==> src/rtl/irq_prio_ctrl.sv <==
module irq_prio_ctrl #(
  parameter int N_INT = 11,
  parameter int AW    = 4,
  parameter int SW    = $clog2(N_INT + 5)
) (
  input  logic             clk,
  input  logic             rst_n,
  input  logic [N_INT-1:0] int_req,
  input  logic [3:0]       ext_req_n,
  input  logic [2:0]       mask_level,
  input  logic             cfg_we,
  input  logic [AW-1:0]    cfg_addr,
  input  logic [7:0]       cfg_wdata,
  input  logic             ack,
  output logic [2:0]       irq_level,
  output logic [SW-1:0]    irq_src,
  output logic             irq_auto
);
  localparam int NX = 4;
  localparam int NS = N_INT + NX;
  localparam logic [SW-1:0] IDLE = '1;
  localparam logic [AW-1:0] A_XCTL = AW'(N_INT);
  localparam logic [AW-1:0] A_XAV  = AW'(N_INT + 1);

  logic [2:0]       lvl_q [N_INT];
  logic [N_INT-1:0] sub_q, av_q, msk_q;
  logic             ext_sel_q;
  logic [NX-1:0]    ext_edge_q, ext_av_q;
  logic [NX-1:0]    s1_q, s2_q, pend_q;

  logic [2:0]    src_lvl [NS];
  logic [NS-1:0] src_ok, src_sub, src_av;

  for (genvar i = 0; i < N_INT; i++) begin : g_int
    always_ff @(posedge clk or negedge rst_n)
      if (!rst_n) begin
        lvl_q[i] <= '0;
        sub_q[i] <= 1'b0;
        av_q[i]  <= 1'b0;
        msk_q[i] <= 1'b0;
      end else if (cfg_we && cfg_addr == AW'(i)) begin
        lvl_q[i] <= cfg_wdata[2:0];
        sub_q[i] <= cfg_wdata[3];
        av_q[i]  <= cfg_wdata[4];
        msk_q[i] <= cfg_wdata[5];
      end

    assign src_lvl[i] = lvl_q[i];
    assign src_sub[i] = sub_q[i];
    assign src_av[i]  = av_q[i];
    assign src_ok[i]  = int_req[i] && !msk_q[i] && lvl_q[i] != 3'd0 &&
                        (lvl_q[i] == 3'd7 || lvl_q[i] > mask_level);
  end

  always_ff @(posedge clk or negedge rst_n)
    if (!rst_n) begin
      ext_sel_q  <= 1'b0;
      ext_edge_q <= '0;
      ext_av_q   <= '0;
    end else if (cfg_we) begin
      if (cfg_addr == A_XCTL) begin
        ext_sel_q  <= cfg_wdata[0];
        ext_edge_q <= cfg_wdata[7:4];
      end
      if (cfg_addr == A_XAV) ext_av_q <= cfg_wdata[3:0];
    end

  for (genvar j = 0; j < NX; j++) begin : g_ext
    localparam logic [2:0] LV_A = 3'(2 * j + 1);
    localparam logic [2:0] LV_B = (j == NX - 1) ? 3'd7 : 3'(2 * j + 2);
    localparam logic [SW-1:0] MY_ID = SW'(N_INT + j);
    logic act, fall, clr;

    assign fall = !s1_q[j] && s2_q[j];
    assign clr  = ack && irq_src == MY_ID;

    always_ff @(posedge clk or negedge rst_n)
      if (!rst_n) begin
        s1_q[j]   <= 1'b1;
        s2_q[j]   <= 1'b1;
        pend_q[j] <= 1'b0;
      end else begin
        s1_q[j]   <= ext_req_n[j];
        s2_q[j]   <= s1_q[j];
        pend_q[j] <= ext_edge_q[j] && (fall || (pend_q[j] && !clr));
      end

    assign act = ext_edge_q[j] ? pend_q[j] : !s2_q[j];
    assign src_lvl[N_INT+j] = ext_sel_q ? LV_B : LV_A;
    assign src_sub[N_INT+j] = 1'b0;
    assign src_av[N_INT+j]  = ext_av_q[j];
    assign src_ok[N_INT+j]  = act &&
      (src_lvl[N_INT+j] == 3'd7 || src_lvl[N_INT+j] > mask_level);
  end

  logic [3:0]    best_key;
  logic [SW-1:0] best_id;
  logic          best_av;

  always_comb begin
    best_key = '0;
    best_id  = IDLE;
    best_av  = 1'b0;
    for (int i = 0; i < NS; i++)
      if (src_ok[i] && {src_lvl[i], src_sub[i]} > best_key) begin
        best_key = {src_lvl[i], src_sub[i]};
        best_id  = SW'(i);
        best_av  = src_av[i];
      end
  end

  always_ff @(posedge clk or negedge rst_n)
    if (!rst_n) begin
      irq_level <= '0;
      irq_src   <= IDLE;
      irq_auto  <= 1'b0;
    end else begin
      irq_level <= best_key[3:1];
      irq_src   <= best_id;
      irq_auto  <= best_av;
    end
endmodule

==> config.mk <==
export PLATFORM = sky130hd
export DESIGN_NAME = irq_prio_ctrl
export DESIGN_NICKNAME = d
export VERILOG_FILES = /design/src/rtl/irq_prio_ctrl.sv
export SDC_FILE = /design/constraint.sdc
export NUM_CORES = 1
export LEC_CHECK = 0
export BUFFER_PORTS_ARGS = -buffer_cell sky130_fd_sc_hd__buf_2
export CAP_MARGIN = 15
export CORE_UTILIZATION = 35
export DETAILED_ROUTE_END_ITERATION = 6
export GPL_ROUTABILITY_DRIVEN = 0
export SETUP_SLACK_MARGIN = 0.05
export SYNTH_ARGS = -nofsm -noshare
export SYNTH_HDL_FRONTEND = slang
export SYNTH_SLANG_ARGS = --single-unit
==> constraint.sdc <==
create_clock -name clk -period 63.8 [get_ports clk]
set_clock_uncertainty 0.15 [all_clocks]
set_input_delay 9.57 -clock clk [delete_from_list [all_inputs] [get_ports clk]]
set_output_delay 9.57 -clock clk [all_outputs]
set_load 0.005 [all_outputs]
### Yosys cells after proc, flatten, opt, wreduce, memory -nomap -nowiden

Index checks and enable logic that the tools add are counted.
Widths: inputs -> output; s select.

| word-level totals | value |
|---|---|
| register bits after elaboration | 95 |
| bits in latches | 0 |
| RAM bits | 0 |
| ROM bits | 0 |
| input bits | 34 |
| output and inout port bits | 8 |
| memories kept | 0 |

| operators by class | value |
|---|---|
| $add $sub $neg | 0 |
| multipliers | 0 |
| div/mod/pow operators | 0 |
| $lt $le $gt $ge | 29 |
| equality and inequality tests | 30 |
| shifts and indexed selects | 0 |
| muxes and demuxes | 52 |
| bitwise gates (word level) | 0 |
| reduce and logical (&&, ||, !) cells | 133 |

Operator list:

| cell | count |
|---|---|
| $mux 4 | 30 |
| $logic_and 1x1->1 | 78 |
| $gt 4x4->1 | 12 |
| $eq 3x3->1 const B | 13 |
| $gt 3x3->1 | 13 |
| $eq 4x4->1 const B | 9 |
| $reduce_bool 3->1 | 11 |
| $logic_not 1->1 | 23 |
| $mux 1 | 19 |
| $logic_or 1x1->1 | 18 |
| $eq 4x3->1 const B | 4 |
| $eq 4x2->1 const B | 2 |
| $eq 4x1->1 const B | 1 |
| $gt 3x4->1 | 1 |
| $gt 4x1->1 const B | 1 |
| $gt 4x4->1 const A | 1 |
| $logic_not 4->1 | 1 |
| $mux 2 | 2 |
| $reduce_and 2->1 | 2 |
| $eq 2x3->1 const B | 1 |
| $gt 2x3->1 | 1 |
| $mux 3 | 1 |

### Depth between registers and ports, before layout

| logic depth | value |
|---|---|
| depth in word-level cells | 48 |
| depth in mapped cells | 132 |
| depth with buffers taken out | 127 |

### Least setup slack after synthesis

No wires, ideal clock.

| path | value |
|---|---|
| path kind | input port to flip-flop |
| start | input port mask_level[2] |
| end | register irq_auto |
| data arrival time | 32.506 ns |
| setup slack | 31.054 ns |
| stages | 118 |
| buffers on the path | 5 |
| cell sequence | inv_1 -> ha_1 -> and3_1 -> a21o_1 -> a21oi_1 -> o211a_1 -> nand2_1 -> ha_1 -> and3_4 -> a221oi_2 -> a2111o_1 -> nor2_1 -> nand2_1 -> o21ai_0 -> inv_1 -> ha_1 -> a21o_1 -> a211oi_1 -> [... 82 more ...] -> mux2_2 -> ha_1 -> a21oi_1 -> nor2b_1 -> o22ai_1 -> a311oi_1 -> inv_1 -> nor2_1 -> a22oi_2 -> nand2_1 -> nand2_1 -> ha_1 -> nand2_1 -> a21o_1 -> a32o_1 -> buf_6 -> or3b_1 -> o221ai_1 |

| between the ends | value |
|---|---|
| cells in the longest elaborated chain, start to end | 47 |
| elaborated cells on any way between the ends | 100 |
| classes of those cells | 28 x order compare; 29 x mux; 43 x reduce/logical |

RTL lines:

| element | line | source |
|---|---|---|
| start, declared | 10 | `input logic [2:0] mask_level,` |
| $gt 3x3->1 | 52 | `(lvl_q[i] == 3'd7 \|\| lvl_q[i] > mask_level);` |
| $logic_or 1x1->1 | 52 |  |
| $logic_and 1x1->1 | 51 | `assign src_ok[i] = int_req[i] && !msk_q[i] && lvl_q[i] != 3'd0 &&` |
| $logic_and 1x1->1 | 105 | `if (src_ok[i] && {src_lvl[i], src_sub[i]} > best_key) begin` |
| $mux 4 | 105 |  |
| $gt 4x4->1 | 105 |  |
| $logic_and 1x1->1 | 105 |  |
| $mux 4 | 105 |  |
| [... 32 more ...] | -- |  |
| $mux 4 | 105 |  |
| $gt 4x4->1 | 105 |  |
| $logic_and 1x1->1 | 105 |  |
| $mux 4 | 105 |  |
| $gt 4x4->1 | 105 |  |
| $logic_and 1x1->1 | 105 |  |
| $mux 1 * | 105 |  |
| named net best_av | 98 | `logic best_av;` |
| end signal, assigned | 120 | `irq_auto <= best_av;` |
| end, declared | 17 | `output logic irq_auto` |

The timed path passes the listed nets; every way through them passes the cells marked *.
A chain may end at the register's enable or synchronous reset.

### Final worst setup path

Ends and elaborated chain as after synthesis.

==> flow_summary.json <==
{
  "grt_pass1_wl_um": 32500,
  "cap_viol_max_count": 0,
  "post_cts_buffers": 0,
  "numPortBuffers": 41,
  "dp_slack_ps": 27800,
  "finalPower_mw": 0.349,
  "end_kind": "flip-flop",
  "drive_above_1_share": 0.191,
  "layout_commonest_cell": "dfrtp_1",
  "cp_max_fo": 12,
  "slowest_delay_ps": 730,
  "netlist_area_um2": 7760,
  "cts_hold_buffers": 0,
  "cellLeakagePower_nw": 3.73,
  "final_nets": 998,
  "cp-startpoint": "mask_level[2]",
  "numCtsBuffers": 9,
  "num_vias": 6554,
  "syn_avg_cell_area_um2": 9.06,
  "synth-edff-count": 0,
  "nFillCells": 2204,
  "slew_headroom": 0.404,
  "syn_to_final_growth_pct": 9.81,
  "clockBufferDepth": 2,
  "fmax_mhz": 27.9,
  "rows": 54,
  "power_frac_seq": 0.259,
  "drt_iter0_markers": 338,
  "setup_slack_ps": 27930,
  "worstHoldStart": "s1_q[1]",
  "mostFrequentLayoutCells": "83 x dfrtp_1, 75 x ha_1, 71 x inv_1",
  "startpoint_type": "primary input",
  "cts_tree": "built",
  "setup_violations": 0,
  "final_cell_area_um2": 8530,
  "htreeDepth": 3,
  "syn_nets": 966,
  "start_util": 0.357,
  "worst-setup-path-type": "primary input to flip-flop",
  "ys.flop_type": "dfrtp_1",
  "viasPerCell": 5.58,
  "outcome": "complete, no violations",
  "wirelength_um": 20600,
  "final_antenna_net_count": 0,
  "path_common_cell": "ha_1",
  "critPathRequiredTime_ps": 63910,
  "place_area_um2": 8230,
  "overflow": 0,
  "antenna_found_initial": 0,
  "tns_ps": 0,
  "dpl.hpwl_um": 15100,
  "p_int_mw": 0.193,
  "rsz0062_at_grt": "false",
  "clock_latency_ps": 350,
  "cp_slowest_cell": "or4b_2",
  "grt_start_max_net_pins": 69,
  "synth_seq_cells": 95,
  "hold_class": "flip-flop to flip-flop",
  "pwr_density_cell_nw_per_um2": 41.0,
  "first_global_vias": 6072,
  "core_area_um2": 21800,
  "wire_per_inst_um": 17.5,
  "ir_drop_mv": 0.0164,
  "synth-seq-area-share": 0.308,
  "report.final.slew_viol_count": 0,
  "die_h_um": 151,
  "syn_inst": 857,
  "clkSinkCount": 95,
  "first_pass_iters": 5,
  "fin_util": 0.392,
  "globalRouteTotalUtil": 0.187,
  "drc_errors": 0,
  "diodes": 0,
  "finalCriticalPeriod_ps": 35870,
  "pwr-share-comb": 0.582,
  "tightest_slew_ps": 894,
  "arrival_ps": 35980,
  "io_pins": 42,
  "chipWidth_um": 151,
  "clkPwrFrac": 0.159,
  "hold_violations": 0,
  "p_sw_mw": 0.156,
  "ys_warn_count": 0,
  "reg2reg_from": "lvl_q[32]",
  "die_area_um2": 22800,
  "p_sw_frac": 0.448,
  "path_clk_slew_ps": 70,
  "async_flop_share": 1.00,
  "cts_resized": 0,
  "root_buffer": "clkbuf_16",
  "yosysUniqueCellTypes": 86,
  "period_share": 0.562
}
[worst paths after layout]
kind | cells past startpoint | end | slack, ps
setup / recovery | 117 | irq_auto | 27930
hold / removal | 0 | s2_q[1] | 210
setup reg to reg | 114 | irq_auto | 37130
hold reg to reg | 0 | s2_q[1] | 210
max in group asynchronous | 2 | msk_q[7] | 53300
min in group asynchronous | 1 | lvl_q[27] | 8970
[critical path, delay by kind of cell]
family                     cells  cell delay (ps)
muxes                         10             3360
AOI/OAI and AO/OA             49            10140
buffers and inverters         10              980
adders and majority gates     15             4490
and+or+nand+nor               33             7440
[area by class of cell]
class                   instances  area (um2)  share of cell area
inverters                      71         267              0.0313
flip-flops and latches         95        2390               0.281
repair buffers                 44         230              0.0270
clock inverters                 6        70.1             0.00822
multi-input cells             668        4990               0.585
well taps                     280         350              0.0411
clock buffers                  10         229              0.0269
[flip-flops by register name, indices dropped and copies added, names as in the netlist]
name / cells
lvl_q: 33
av_q: 11
msk_q: 11
src_sub: 11
ext_av_q: 4
ext_edge_q: 4
irq_src: 4
pend_q: 4
s1_q: 4
s2_q: 4
irq_level: 3
ext_sel_q: 1
irq_auto: 1
[synthesized netlist by cell type, types with 14 or more instances]
library cell   n  area [um2]
a21o_1        17         128
inv_1         71         267
nand2_1       68         255
a211oi_1      14         105
ha_1          75         938
nor2_1        57         214
nand3_1       17        85.1
clkbuf_1      18        67.6
dfrtp_1       83        2080
a21oi_1       54         270
o21ai_0       62         310
nor3_1        14        70.1
mux2i_1       15         150
mux2_2        69         777
[per-stage QoR]
stage	instances	hold WS, ps
after floorplan	857	201
after global placement	1158	205
final	1174	215
after detailed placement	1158	204
after global routing	1174	220
after CTS	1174	216
[power by group through the flow]
| stage | clock (mW) | sequential, mW | combinational (mW) |
|---|---|---|---|
| 4_1_cts | 0.0572 | 0.0901 | 0.203 |
| 5_1_grt | 0.0592 | 0.0926 | 0.230 |
| 3_3_place_gp | 0 | 0.0910 | 0.198 |
| 6_report | 0.0555 | 0.0904 | 0.203 |
| 2_1_floorplan | 0 | 0.0849 | 0.162 |
| 3_5_place_dp | 0 | 0.0912 | 0.201 |
[cells by family (layout without fill, tap and decap cells)]
family,after synthesis,count (layout),share of synthesized area
xor gates and xnor gates,3,3,0.00338
adders and majority gates,77,77,0.123
and+or+nand+nor,249,249,0.163
DFF,95,95,0.308
buffers and inverters,94,131,0.0495
muxes,86,86,0.123
AOI/OAI and AO/OA,253,253,0.230
[layer usage]
layer	routed length (um)	up-vias	part of all wire	track usage
met4	392	0	0.019	0.0505
met3	920	26	0.045	0.0331
li1	-	3226	-	-
met1	9860	3156	0.48	0.255
met5	0	-	0	0
met2	9380	146	0.46	0.301
Power figures use the tool's default switching activity.
